`config.mk`:
```
export PLATFORM = sky130hd
export DESIGN_NAME = spill_seq
export DESIGN_NICKNAME = d
export VERILOG_FILES = /design/src/rtl/spill_pkg.sv /design/src/rtl/spill_trigger.sv /design/src/rtl/spill_phase_fsm.sv /design/src/rtl/spill_gate_ext.sv /design/src/rtl/spill_seq.sv
export SDC_FILE = /design/constraint.sdc
export NUM_CORES = 1
export LEC_CHECK = 0
export ABC_AREA = 1
export BUFFER_PORTS_ARGS = -buffer_cell sky130_fd_sc_hd__buf_2
export CAP_MARGIN = 10
export CELL_PAD_IN_SITES_DETAIL_PLACEMENT = 1
export CELL_PAD_IN_SITES_GLOBAL_PLACEMENT = 2
export CORE_UTILIZATION = 28
export CTS_CLUSTER_SIZE = 14
export DETAILED_ROUTE_END_ITERATION = 8
export HOLD_SLACK_MARGIN = 0.15
export PLACE_DENSITY_LB_ADDON = 0.1
export SYNTH_ARGS = -nofsm -noshare
export SYNTH_HDL_FRONTEND = slang
export SYNTH_HIERARCHICAL = 1
export SYNTH_SLANG_ARGS = --single-unit
```
`constraint.sdc`:
```
create_clock -name clk -period 3.88 [get_ports clk]
set_input_delay 0.776 -clock clk [delete_from_list [all_inputs] [get_ports clk]]
set_output_delay 0.776 -clock clk [all_outputs]
set_load 0.05 [all_outputs]
```
`src/rtl/spill_pkg.sv`:
```
package spill_pkg;

    typedef enum logic [4:0] {
        PH_WAIT  = 5'd0,
        PH_ACCEL = 5'd1,
        PH_PREP  = 5'd2,
        PH_READ  = 5'd4,
        PH_POST  = 5'd8,
        PH_FLUSH = 5'd16
    } phase_e;

    typedef enum logic [3:0] {
        MD_OFF  = 4'd0,
        MD_SOFT = 4'd1,
        MD_TTL  = 4'd2,
        MD_NET  = 4'd3,
        MD_INF  = 4'd4,
        MD_AUTO = 4'd7,
        MD_GATE = 4'd8
    } mode_e;

    typedef struct packed {
        logic start;
        logic mode_chg;
    } trig_t;

    localparam int unsigned NUM_PHASES = 5;

    function automatic phase_e next_phase(phase_e p);
        case (p)
            PH_ACCEL: return PH_PREP;
            PH_PREP:  return PH_READ;
            PH_READ:  return PH_POST;
            PH_POST:  return PH_FLUSH;
            default:  return PH_WAIT;
        endcase
    endfunction

endpackage

```
`src/rtl/spill_trigger.sv`:
```
module spill_trigger
    import spill_pkg::*;
#(
    parameter int TW = 32
) (
    input  logic          clk,
    input  logic          rst,
    input  logic          soft_rst,
    input  logic          ms_tick,
    input  logic [3:0]    mode,
    input  logic          sw_start,
    input  logic          ttl_start,
    input  logic          net_start,
    input  logic          ext_gate,
    input  logic [TW-1:0] period,
    output trig_t         trig
);

    mode_e         md;
    logic [3:0]    mode_q;
    logic          gate_q;
    logic [TW-1:0] per_cnt;
    logic          per_hit;

    assign md = mode_e'(mode);

    always_comb begin
        per_hit = (md == MD_AUTO) && ms_tick && ((per_cnt + TW'(1)) >= period);
        trig.mode_chg = (mode != mode_q);
        case (md)
            MD_SOFT: trig.start = sw_start;
            MD_TTL:  trig.start = ttl_start;
            MD_NET:  trig.start = net_start;
            MD_AUTO: trig.start = per_hit;
            MD_GATE: trig.start = ext_gate && !gate_q;
            default: trig.start = 1'b0;
        endcase
    end

    always_ff @(posedge clk) begin
        if (rst) begin
            mode_q  <= '0;
            gate_q  <= 1'b0;
            per_cnt <= '0;
        end else begin
            mode_q <= mode;
            gate_q <= ext_gate;
            if (soft_rst || md != MD_AUTO || trig.mode_chg)
                per_cnt <= '0;
            else if (ms_tick)
                per_cnt <= per_hit ? '0 : per_cnt + TW'(1);
        end
    end


    period_idle_chk: assert property (@(posedge clk) disable iff (rst)
        (md != MD_AUTO) |=> (per_cnt == '0));

endmodule

```
`src/rtl/spill_phase_fsm.sv`:
```
module spill_phase_fsm
    import spill_pkg::*;
#(
    parameter int TW = 32,
    parameter int CW = 32
) (
    input  logic                         clk,
    input  logic                         rst,
    input  logic                         soft_rst,
    input  logic                         ms_tick,
    input  logic [3:0]                   mode,
    input  trig_t                        trig,
    input  logic                         ext_gate,
    input  logic [NUM_PHASES-1:0][TW-1:0] dur,
    output phase_e                       phase,
    output logic [TW-1:0]                timer,
    output logic [CW-1:0]                count,
    output logic                         leave_read
);

    mode_e         md;
    logic [TW-1:0] dur_cur;
    logic          advance;

    assign md = mode_e'(mode);

    always_comb begin
        case (phase)
            PH_ACCEL: dur_cur = dur[0];
            PH_PREP:  dur_cur = dur[1];
            PH_READ:  dur_cur = dur[2];
            PH_POST:  dur_cur = dur[3];
            default:  dur_cur = dur[4];
        endcase
        if (md == MD_GATE && phase == PH_READ)
            advance = ms_tick && !ext_gate;
        else
            advance = ms_tick && ((timer + TW'(1)) >= dur_cur);
        leave_read = !soft_rst && !trig.mode_chg && md != MD_INF &&
                     phase == PH_READ && advance;
    end

    always_ff @(posedge clk) begin
        if (rst || soft_rst) begin
            phase <= PH_WAIT;
            timer <= '0;
            count <= '0;
        end else if (trig.mode_chg) begin
            phase <= PH_WAIT;
            timer <= '0;
        end else if (md == MD_INF) begin
            phase <= PH_READ;
            if (ms_tick) timer <= timer + TW'(1);
        end else if (phase == PH_WAIT) begin
            if (trig.start) phase <= PH_ACCEL;
            timer <= '0;
        end else if (advance) begin
            phase <= next_phase(phase);
            timer <= '0;
            if (phase == PH_FLUSH) count <= count + CW'(1);
        end else if (ms_tick) begin
            timer <= timer + TW'(1);
        end
    end


    phase_onehot_chk: assert property (@(posedge clk) disable iff (rst)
        $onehot0(phase));


    running_hold_chk: assert property (@(posedge clk) disable iff (rst)
        (!ms_tick && !soft_rst && !trig.mode_chg && phase != PH_WAIT) |=> $stable(phase));


    count_hold_chk: assert property (@(posedge clk) disable iff (rst)
        ((phase != PH_FLUSH || !ms_tick) && !soft_rst) |=> $stable(count));


    mode_off_chk: assert property (@(posedge clk) disable iff (rst)
        (md == MD_OFF) |=> (phase == PH_WAIT));


    infinite_chk: assert property (@(posedge clk) disable iff (rst)
        (md == MD_INF && !trig.mode_chg && !soft_rst) |=> (phase == PH_READ));


    soft_clear_chk: assert property (@(posedge clk) disable iff (rst)
        soft_rst |=> (phase == PH_WAIT && count == '0 && timer == '0));

endmodule

```
`src/rtl/spill_gate_ext.sv`:
```
module spill_gate_ext
    import spill_pkg::*;
#(
    parameter int TW = 32
) (
    input  logic          clk,
    input  logic          rst,
    input  logic          soft_rst,
    input  logic          ms_tick,
    input  phase_e        phase,
    input  logic          leave_read,
    input  logic [TW-1:0] gate_ext,
    output logic          gate
);

    logic [TW-1:0] ext_cnt;

    always_ff @(posedge clk) begin
        if (rst || soft_rst)
            ext_cnt <= '0;
        else if (leave_read)
            ext_cnt <= gate_ext;
        else if (ms_tick && ext_cnt != '0)
            ext_cnt <= ext_cnt - TW'(1);
    end

    assign gate = (phase == PH_READ) || (ext_cnt != '0);


    gate_stretch_chk: assert property (@(posedge clk) disable iff (rst)
        (leave_read && gate_ext != '0) |=> gate);


    ext_hold_chk: assert property (@(posedge clk) disable iff (rst)
        (!leave_read && !ms_tick && !soft_rst) |=> $stable(ext_cnt));

endmodule

```
`src/rtl/spill_seq.sv`:
```
module spill_seq
    import spill_pkg::*;
#(
    parameter int TW = 32,
    parameter int CW = 32
) (
    input  logic          clk,
    input  logic          rst,
    input  logic          ms_tick,
    input  logic          soft_rst,
    input  logic [3:0]    mode,
    input  logic          sw_start,
    input  logic          ttl_start,
    input  logic          net_start,
    input  logic          ext_gate,
    input  logic [TW-1:0] dur_accel,
    input  logic [TW-1:0] dur_prep,
    input  logic [TW-1:0] dur_burst,
    input  logic [TW-1:0] dur_post,
    input  logic [TW-1:0] dur_flush,
    input  logic [TW-1:0] period_ms,
    input  logic [TW-1:0] gate_ext_ms,
    output logic [4:0]    phase,
    output logic [TW-1:0] timer_ms,
    output logic [CW-1:0] spill_count,
    output logic          spill_gate
);

    trig_t                          trig;
    phase_e                         ph;
    logic                           leave_read;
    logic [NUM_PHASES-1:0][TW-1:0]  dur_vec;

    assign dur_vec = {dur_flush, dur_post, dur_burst, dur_prep, dur_accel};

    spill_trigger #(.TW(TW)) u_trig (
        .clk(clk), .rst(rst), .soft_rst(soft_rst), .ms_tick(ms_tick),
        .mode(mode), .sw_start(sw_start), .ttl_start(ttl_start),
        .net_start(net_start), .ext_gate(ext_gate), .period(period_ms),
        .trig(trig)
    );

    spill_phase_fsm #(.TW(TW), .CW(CW)) u_fsm (
        .clk(clk), .rst(rst), .soft_rst(soft_rst), .ms_tick(ms_tick),
        .mode(mode), .trig(trig), .ext_gate(ext_gate), .dur(dur_vec),
        .phase(ph), .timer(timer_ms), .count(spill_count),
        .leave_read(leave_read)
    );

    spill_gate_ext #(.TW(TW)) u_gate (
        .clk(clk), .rst(rst), .soft_rst(soft_rst), .ms_tick(ms_tick),
        .phase(ph), .leave_read(leave_read), .gate_ext(gate_ext_ms),
        .gate(spill_gate)
    );

    assign phase = ph;

endmodule

```
==> results of run 1 <==
[state kept, by name, summed over array words and instances, names as in the netlist]
register        flops
u_trig/gate_q       1
u_gate/ext_cnt     32
u_fsm/count        32
u_trig/mode_q       4
u_fsm/phase         5
u_fsm/timer        32
u_trig/per_cnt     32
[kinds of logic (layout without fill, tap and decap cells)]
family / Yosys count / count (layout) / share of synthesized area (%)
AO/OA/AOI/OAI: 228 / 228 / 12.41
XOR/XNOR: 48 / 48 / 3.528
adder cells (fa/ha/maj): 68 / 68 / 7.141
buffers and inverters: 333 / 688 / 11.13
flip-flops: 138 / 138 / 23.19
multiplexers: 1 / 1 / 0.08401
other: 0 / 1 / 0
AND/OR/NAND/NOR: 1182 / 1182 / 42.52
[how the worst max path moves through the flow]
stage | slack (ns) | end | from | cells past startpoint
5_1_grt | -0.12 | u_gate/ext_cnt[2]$_SDFFE_PP0P_ | u_fsm/phase[4]$_SDFFE_PP0P_ | 25
6_report | 0.15 | u_gate/ext_cnt[2]$_SDFFE_PP0P_ | u_fsm/timer[17]$_SDFF_PP0_ | 21
3_3_place_gp | -0.03 | u_gate/ext_cnt[21]$_SDFFE_PP0P_ | u_fsm/phase[1]$_SDFFE_PP0P_ | 22
2_1_floorplan | 0.02 | u_gate/ext_cnt[15]$_SDFFE_PP0P_ | u_fsm/timer[4]$_SDFF_PP0_ | 27
4_1_cts | 0.02 | u_gate/ext_cnt[2]$_SDFFE_PP0P_ | u_fsm/phase[4]$_SDFFE_PP0P_ | 24
3_5_place_dp | -0.15 | u_gate/ext_cnt[22]$_SDFFE_PP0P_ | u_fsm/phase[1]$_SDFFE_PP0P_ | 22
[metal layers]
metal | share of wire (%) | vias to the layer above | wire length [um]
met5 | 0 | - | 0
met3 | 3.3 | 58 | 1658
met1 | 44 | 6442 | 21860
li1 | - | 7043 | -
met2 | 50 | 289 | 25260
met4 | 2.8 | 0 | 1411
[layout make-up]
cell class | instances | area (um2)
multi-input combinational | 1527 | 8113
tap | 539 | 674.4
antenna | 1 | 2.502
sequential | 138 | 2800
fill | 5557 | 26370
inverter | 274 | 1036
clock buffer | 20 | 446.7
clock inverter | 12 | 172.7
timing repair buffer | 382 | 2328
[cell usage in the layout, fill, tap and decap left out, drive strengths merged, types with 9 or more instances in the layout]
cell type | netlist | final
a21o | 9 | 9
a21oi | 108 | 108
a221oi | 16 | 16
a22o | 29 | 29
buf | 31 | 379
clkbuf | 28 | 23
dfxtp | 138 | 138
ha | 68 | 68
inv | 272 | 273
nand2 | 607 | 607
nand3 | 121 | 121
nand4 | 38 | 38
nor2 | 346 | 346
nor3 | 42 | 42
nor4 | 13 | 13
o21ai | 57 | 57
xnor2 | 13 | 13
xor2 | 35 | 35
[synthesized netlist by cell type (29+ instances only)]
cell type / number
a21oi_1: 78
a21oi_2: 30
a22o_1: 29
dfxtp_1: 138
ha_1: 68
inv_1: 266
nand2_1: 599
nand3_1: 115
nand4_1: 37
nor2_1: 326
o21ai_0: 49
xor2_1: 35
[worst max-delay path: cells and delay by family (launching register included)]
family,cells,cell delay (ns)
xor gates and xnor gates,1,0.28
DFF,1,0.50
adders and majority gates,1,0.30
AOI/OAI and AO/OA,2,0.24
and+or+nand+nor,13,1.81
buffers and inverters,4,0.52
[where the power goes]
part	total [mW]	internal (mW)	switching, mW	leakage [nW]
combinational	4.76	1.62	3.14	6.33
sequential	1.77	1.56	0.206	1.12
clock	1.79	1.09	0.704	0.300
[timing repair]
| item | 4_1_cts | 5_1_grt |
|---|---|---|
| pin swaps | 0 | 34 |
| endpoints found under the setup margin | 32 | 52 |
| gates resized for setup | 9 | 108 |
| setup buffers | 0 | 20 |
| gates cloned | 0 | 3 |
| endpoints found under the hold margin | 0 | 0 |
==> summary.md, run 1 <==
| Metric | Value |
|---|---|
| Status | `finished clean` |
| Hold buffer count at CTS | `0` |
| Max FO, Critical Path | `9` |
| First-pass GRT wire length | `77,250 um` |
| Dpl cells | `2,838` |
| Starting Density | `28.41%` |
| Post-route ant nets | `0` |
| Syn. warnings | `6` |
| Period Utilization, post-route | `96.13%` |
| Top-area cell type share of the netlist area | `23.19%` |
| Cell area after layout | `0.01557 mm2` |
| Die H | `208.3 um` |
| CTS root buf | `clkbuf_16` |
| GR Layer Usage met3 | `2.898%` |
| Hold Crit Start | `u_gate/ext_cnt[0]$_SDFFE_PP0P_` |
| Vias in the first global route | `14,350` |
| Site Rows | `75` |
| CTS tree | `built` |
| Fraction of registers with async set/reset | `0%` |
| R2r setup slk | `0.15 ns` |
| Total chip power | `8.325 mW` |
| Post-route insts no fill | `2,893` |
| R2r endpoint | `u_gate/ext_cnt[2]$_SDFFE_PP0P_` |
| Sequential area share after synthesis | `23.19%` |
| Number of port buffers | `305` |
| Hold depth | `2` |
| Worst slew margin | `31.45%` |
| Highest Clock Rate | `0.2681 GHz` |
| Total core area | `0.04195 mm2` |
| GRT Overall Usage | `22.69%` |
| GR Util met1 | `26.74%` |
| Detailed Route WL | `50,190 um` |
| Worst Setup End Kind | `flip-flop` |
| Synth area leaders | `dfxtp_1 23%, nand2_1 19%, nor2_1 10%` |
| Die X | `208.3 um` |
| LEAKAGE | `7.751 nW` |
| GRT Max-Usage Layer | `met2` |
| Yosys top cell by area | `dfxtp_1` |
| Hold EP | `u_gate/ext_cnt[0]$_SDFFE_PP0P_` |
| Fraction of layout cells with a size suffix above 1 | `24.61%` |
| Slew @ Worst Pin | `1.028 ns` |
| Worst Skew | `0.007540 ns` |
| # setup viols final | `0` |
| Met2 track demand over resource | `41.92%` |
| Critical Path Max Stage Delay | `0.50 ns` |
| Avg Synthesized Cell Area | `5.964 um2` |
| VDD IR max | `320.2 uV` |
| DP Area | `0.01436 mm2` |
| Sink Count | `138` |
| CTS Buf Count | `17` |
| Area Growth Syn to Fin | `30.70%` |
| Final net count | `2,644` |
| Reg-to-reg startpoint | `u_fsm/timer[17]$_SDFF_PP0_` |
| Die area | `0.04338 mm2` |
| Startpoint types | `flip-flop` |
| Post-synth EDFFs | `0` |
| WL/cell | `17.35 um` |
| Max cap viols | `0` |
| Core Util, Final | `37.13%` |
| Boundary Pins | `306` |
| Worst path arrival time | `4.10 ns` |
| Post-route worst setup slack | `0.1500 ns` |
| Cells after Synth | `1,998` |
| Top cell by count, worst path | `nand2_1` |
| Slew Limit Fails | `0` |
| Router iterations before antenna repair | `5` |
| GP Congestion | `0.9004` |
| CP Data Required Time | `4.25 ns` |
| Drt drc | `0` |
| Routed via count | `13,832` |
| Crit Path Class | `flip-flop to flip-flop` |
| Hpwl dp | `40,210 um` |
| Initial antenna violation count | `2` |
| Main synth FF type | `dfxtp_1` |
| Total gr overflow | `0` |
| Iter 0 DRT Violations | `517` |
| #FFs+latches synth | `138` |
| Setup TNS Final | `0 ns` |
| Period minus WS final | `3.730 ns` |
| R2R depth | `21` |
| Largest net degree at the start of global routing | `64` |
| H-tree levels | `4` |
| Post-Syn Area | `0.01192 mm2` |
| Place WS | `-0.1487 ns` |
| PwrDens | `534.6 mW/mm2` |
| Highest-delay cell along the critical path | `dfxtp_1` |
| Hold slack final | `0.4985 ns` |
| RSZ-0062 raised after global routing | `true` |
| Worst path cell trace | `nand2_1 -> nor4_1 -> nand4_1 -> xor2_2 -> inv_1 -> ha_1 -> nand2_1 -> inv_1 -> nand2_1 -> nand2_1 -> nand2_1 -> a21oi_2 -> nor2_1 -> nand2_2 -> nand2_2 -> nor4_4 -> inv_2 -> nand2_4 -> clkbuf_16 -> nand2_1 -> a21oi_2` |
| HP Class | `flip-flop to flip-flop` |
| Hold Fails Final Rpt | `0` |
| Syn_nets | `2,302` |
| Clock Latency Late Sink | `0.45 ns` |
| CTS Buffer Depth | `2` |
| Vias per inst | `4.781` |
| Number of distinct library cells after synthesis | `48` |
| Clock-pin slew on the worst setup and hold paths | `0.07 ns` |
Note: power is estimated with default switching activity, not from simulation.
==> run 2, diff against run 1 <==
==> constraint.sdc (replaced) <==
create_clock -name clk -period 4.1 [get_ports clk]
set_input_delay 0.82 -clock clk [delete_from_list [all_inputs] [get_ports clk]]
set_output_delay 0.82 -clock clk [all_outputs]
set_load 0.05 [all_outputs]
==> summary.md, run 2 (synthesis results as in run 1) <==
| Metric | Value |
|---|---|
| GRT Overall Usage | `22.32% (was 22.69%)` |
| Area Growth Syn to Fin | `26.28% (was 30.70%)` |
| Cell area after layout | `0.01505 mm2 (was 0.01557 mm2)` |
| Boundary Pins | `306 (unchanged)` |
| Hold Crit Start | `u_trig/per_cnt[26]$_SDFFE_PP0P_ (was u_gate/ext_cnt[0]$_SDFFE_PP0P_)` |
| Period Utilization, post-route | `93.51% (was 96.13%)` |
| Met3 wire len | `1334 um (was 1658 um)` |
| Site Rows | `75 (unchanged)` |
| PwrDens | `509.4 mW/mm2 (was 534.6 mW/mm2)` |
| Die H | `208.3 um (unchanged)` |
| CP Data Required Time | `4.47 ns (was 4.25 ns)` |
| Status | `finished clean (unchanged)` |
| Detailed Route WL | `48,500 um (was 50,190 um)` |
| Clock Power Share | `22.5% (was 21.5%)` |
| Top cell by count, worst path | `nand2_1 (unchanged)` |
| Period minus WS final | `3.834 ns (was 3.730 ns)` |
| Max cap viols | `0 (unchanged)` |
| Switching pwr | `3.718 mW (was 4.050 mW)` |
| Post-route worst setup slack | `0.2662 ns (was 0.1500 ns)` |
| Number of port buffers | `305 (unchanged)` |
| Iter 0 DRT Violations | `406 (was 517)` |
| Total core area | `0.04195 mm2 (unchanged)` |
| WL/cell | `16.94 um (was 17.35 um)` |
| Post-route ant nets | `0 (unchanged)` |
| HP Class | `flip-flop to flip-flop (unchanged)` |
| Drt drc | `0 (unchanged)` |
| Slew Limit Fails | `0 (unchanged)` |
| Hpwl dp | `39,790 um (was 40,210 um)` |
| CP Launch Point | `u_fsm/phase[4]$_SDFFE_PP0P_ (was u_fsm/timer[17]$_SDFF_PP0_)` |
| R2R depth | `26 (was 21)` |
| Max FO, Critical Path | `17 (was 9)` |
| Int Power | `3.947 mW (was 4.275 mW)` |
| Sink Count | `138 (unchanged)` |
| Die area | `0.04338 mm2 (unchanged)` |
| Starting Density | `28.41% (unchanged)` |
| CP top delay family | `simple AND/OR/NAND/NOR gates (unchanged)` |
| Die X | `208.3 um (unchanged)` |
| Startpoint types | `flip-flop (unchanged)` |
| Critical Path Max Stage Delay | `0.39 ns (was 0.50 ns)` |
| Hold slack final | `0.5036 ns (was 0.4985 ns)` |
| LEAKAGE | `7.506 nW (was 7.751 nW)` |
| Initial antenna violation count | `3 (was 2)` |
| GP Congestion | `0.8360 (was 0.9004)` |
| Vias per inst | `4.768 (was 4.781)` |
| Total gr overflow | `0 (unchanged)` |
| Crit path capture | `u_gate/ext_cnt[13]$_SDFFE_PP0P_ (was u_gate/ext_cnt[2]$_SDFFE_PP0P_)` |
| Worst slew margin | `30.60% (was 31.45%)` |
| Clock Latency Late Sink | `0.46 ns (was 0.45 ns)` |
| Final net count | `2,615 (was 2,644)` |
| R2r setup slk | `0.27 ns (was 0.15 ns)` |
| H-tree levels | `4 (unchanged)` |
| CTS Buffer Depth | `2 (unchanged)` |
| Highest Clock Rate | `0.2608 GHz (was 0.2681 GHz)` |
| Slew @ Worst Pin | `1.041 ns (was 1.028 ns)` |
| Worst Setup End Kind | `flip-flop (unchanged)` |
| Highest routed metal layer | `met4 (unchanged)` |
| Crit Path Class | `flip-flop to flip-flop (unchanged)` |
| Place WS | `0.1408 ns (was -0.1487 ns)` |
| # setup viols final | `0 (unchanged)` |
| Router iterations before antenna repair | `4 (was 5)` |
| Worst Skew | `0.01223 ns (was 0.007540 ns)` |
| Worst path arrival time | `4.20 ns (was 4.10 ns)` |
| Clock-pin slew on the worst setup and hold paths | `0.06 ns (was 0.07 ns)` |
| DP Area | `0.01423 mm2 (was 0.01436 mm2)` |
| R2r endpoint | `u_gate/ext_cnt[13]$_SDFFE_PP0P_ (was u_gate/ext_cnt[2]$_SDFFE_PP0P_)` |
| M1 wire length | `21,380 um (was 21,860 um)` |
| Met2 routed WL | `24,480 um (was 25,260 um)` |
| Sequential share of power | `21.9% (was 21.2%)` |
| Fraction of layout cells with a size suffix above 1 | `21.51% (was 24.61%)` |
| CTS root buf | `clkbuf_16 (unchanged)` |
| Largest net degree at the start of global routing | `64 (unchanged)` |
| Reg-to-reg startpoint | `u_fsm/phase[4]$_SDFFE_PP0P_ (was u_fsm/timer[17]$_SDFF_PP0_)` |
| Critical path buffer and inverter count | `7 (was 4)` |
| Core Util, Final | `35.87% (was 37.13%)` |
| Routed via count | `13,656 (was 13,832)` |
| VDD IR max | `380.7 uV (was 320.2 uV)` |
| Filler cells | `5,606 (was 5,557)` |
| Hold Fails Final Rpt | `0 (unchanged)` |
| CTS Buf Count | `17 (unchanged)` |
| Most frequent cells in the layout | `596 x nand2_1, 321 x nor2_1, 306 x buf_2 (was 585 x nand2_1, 316 x nor2_1, 305 x buf_2)` |
| Highest-delay cell along the critical path | `dfxtp_2 (was dfxtp_1)` |
| Total chip power | `7.665 mW (was 8.325 mW)` |
| Vias in the first global route | `14,063 (was 14,350)` |
| First-pass GRT wire length | `76,050 um (was 77,250 um)` |
| Most common cell after layout, fill and taps aside | `nand2_1 (unchanged)` |
| WP depth | `26 (was 21)` |
| Gate power share | `55.6% (was 57.2%)` |
| Sw Ratio | `48.51% (was 48.65%)` |
| CTS tree | `built (unchanged)` |
| Hold buffer count at CTS | `0 (unchanged)` |
-- run 2: cell types whose count changed in the layout (fill, tap and decap cells not counted), sizes merged --
cell | previous run | this run
clkinv | 7 | 5
buf | 379 | 353
clkinvlp | 2 | 4
inv | 273 | 275
clkbuf | 23 | 18
-- run 2: worst register-to-register path: stages (launching register included) --
cell	delay, ns
dfxtp_2	0.39
inv_1	0.08
nand4_1	0.15
inv_1	0.12
nor4_4	0.26
buf_4	0.18
inv_4	0.05
buf_4	0.18
nand3_1	0.10
o21ai_0	0.14
ha_1	0.34
nand2_1	0.08
nor2_2	0.16
nand2_1	0.07
nor2_1	0.09
nor2_1	0.05
nand2_1	0.09
nand2_1	0.07
nand2_2	0.09
nand2_2	0.08
nor4_4	0.31
buf_6	0.18
buf_12	0.15
nand2_1	0.10
nand2_1	0.09
nand2_1	0.06
a21oi_1	0.12
-- run 2: power groups by stage --
stage	Clock [mW]	Combinational, mW	Sequential [mW]
after floorplan	0	3.01	1.64
after global placement	0	4.09	1.70
after detailed placement	0	4.18	1.70
after CTS	1.78	4.21	1.67
after global routing	1.82	4.81	1.70
final	1.72	4.27	1.68
-- run 2: area by class of cell --
class                   instances  area, um2  area share (%)
clock inverters                14      195.2           1.297
clock buffers                  18      439.2           2.919
repair buffers                353       2032           13.50
inverters                     274       1033           6.868
diodes                          1      2.502         0.01663
multi-input cells            1527       7896           52.48
flip-flops and latches        138       2774           18.44
well taps                     539      674.4           4.482
-- run 2: what timing repair did --
item,4_1_cts,5_1_grt
endpoints found under the setup margin,0,49
buffers inserted,0,6
gates resized for setup,0,39
-- run 2: through the flow --
step           std cells  setup TNS, ns
6_report            2864              0
5_1_grt             2864     -0.0004374
4_1_cts             2856              0
3_5_place_dp        2824              0
3_3_place_gp        2824              0
2_1_floorplan       1998              0
-- run 2: worst min-delay path by stage --
stage	slack, ns	end	cells past startpoint
3_3_place_gp	0.48	u_trig/per_cnt[31]$_SDFFE_PP0P_	2
5_1_grt	0.53	u_trig/per_cnt[13]$_SDFFE_PP0P_	2
4_1_cts	0.50	u_trig/per_cnt[13]$_SDFFE_PP0P_	2
3_5_place_dp	0.49	u_trig/per_cnt[13]$_SDFFE_PP0P_	2
2_1_floorplan	0.47	u_trig/per_cnt[13]$_SDFFE_PP0P_	2
6_report	0.50	u_trig/per_cnt[26]$_SDFFE_PP0P_	2
-- run 2: routing by layer --
layer	vias to the layer above	track usage, %
li1	6991	-
met1	6350	26.55
met2	261	40.68
met3	54	3.004
met4	0	7.893
met5	-	0
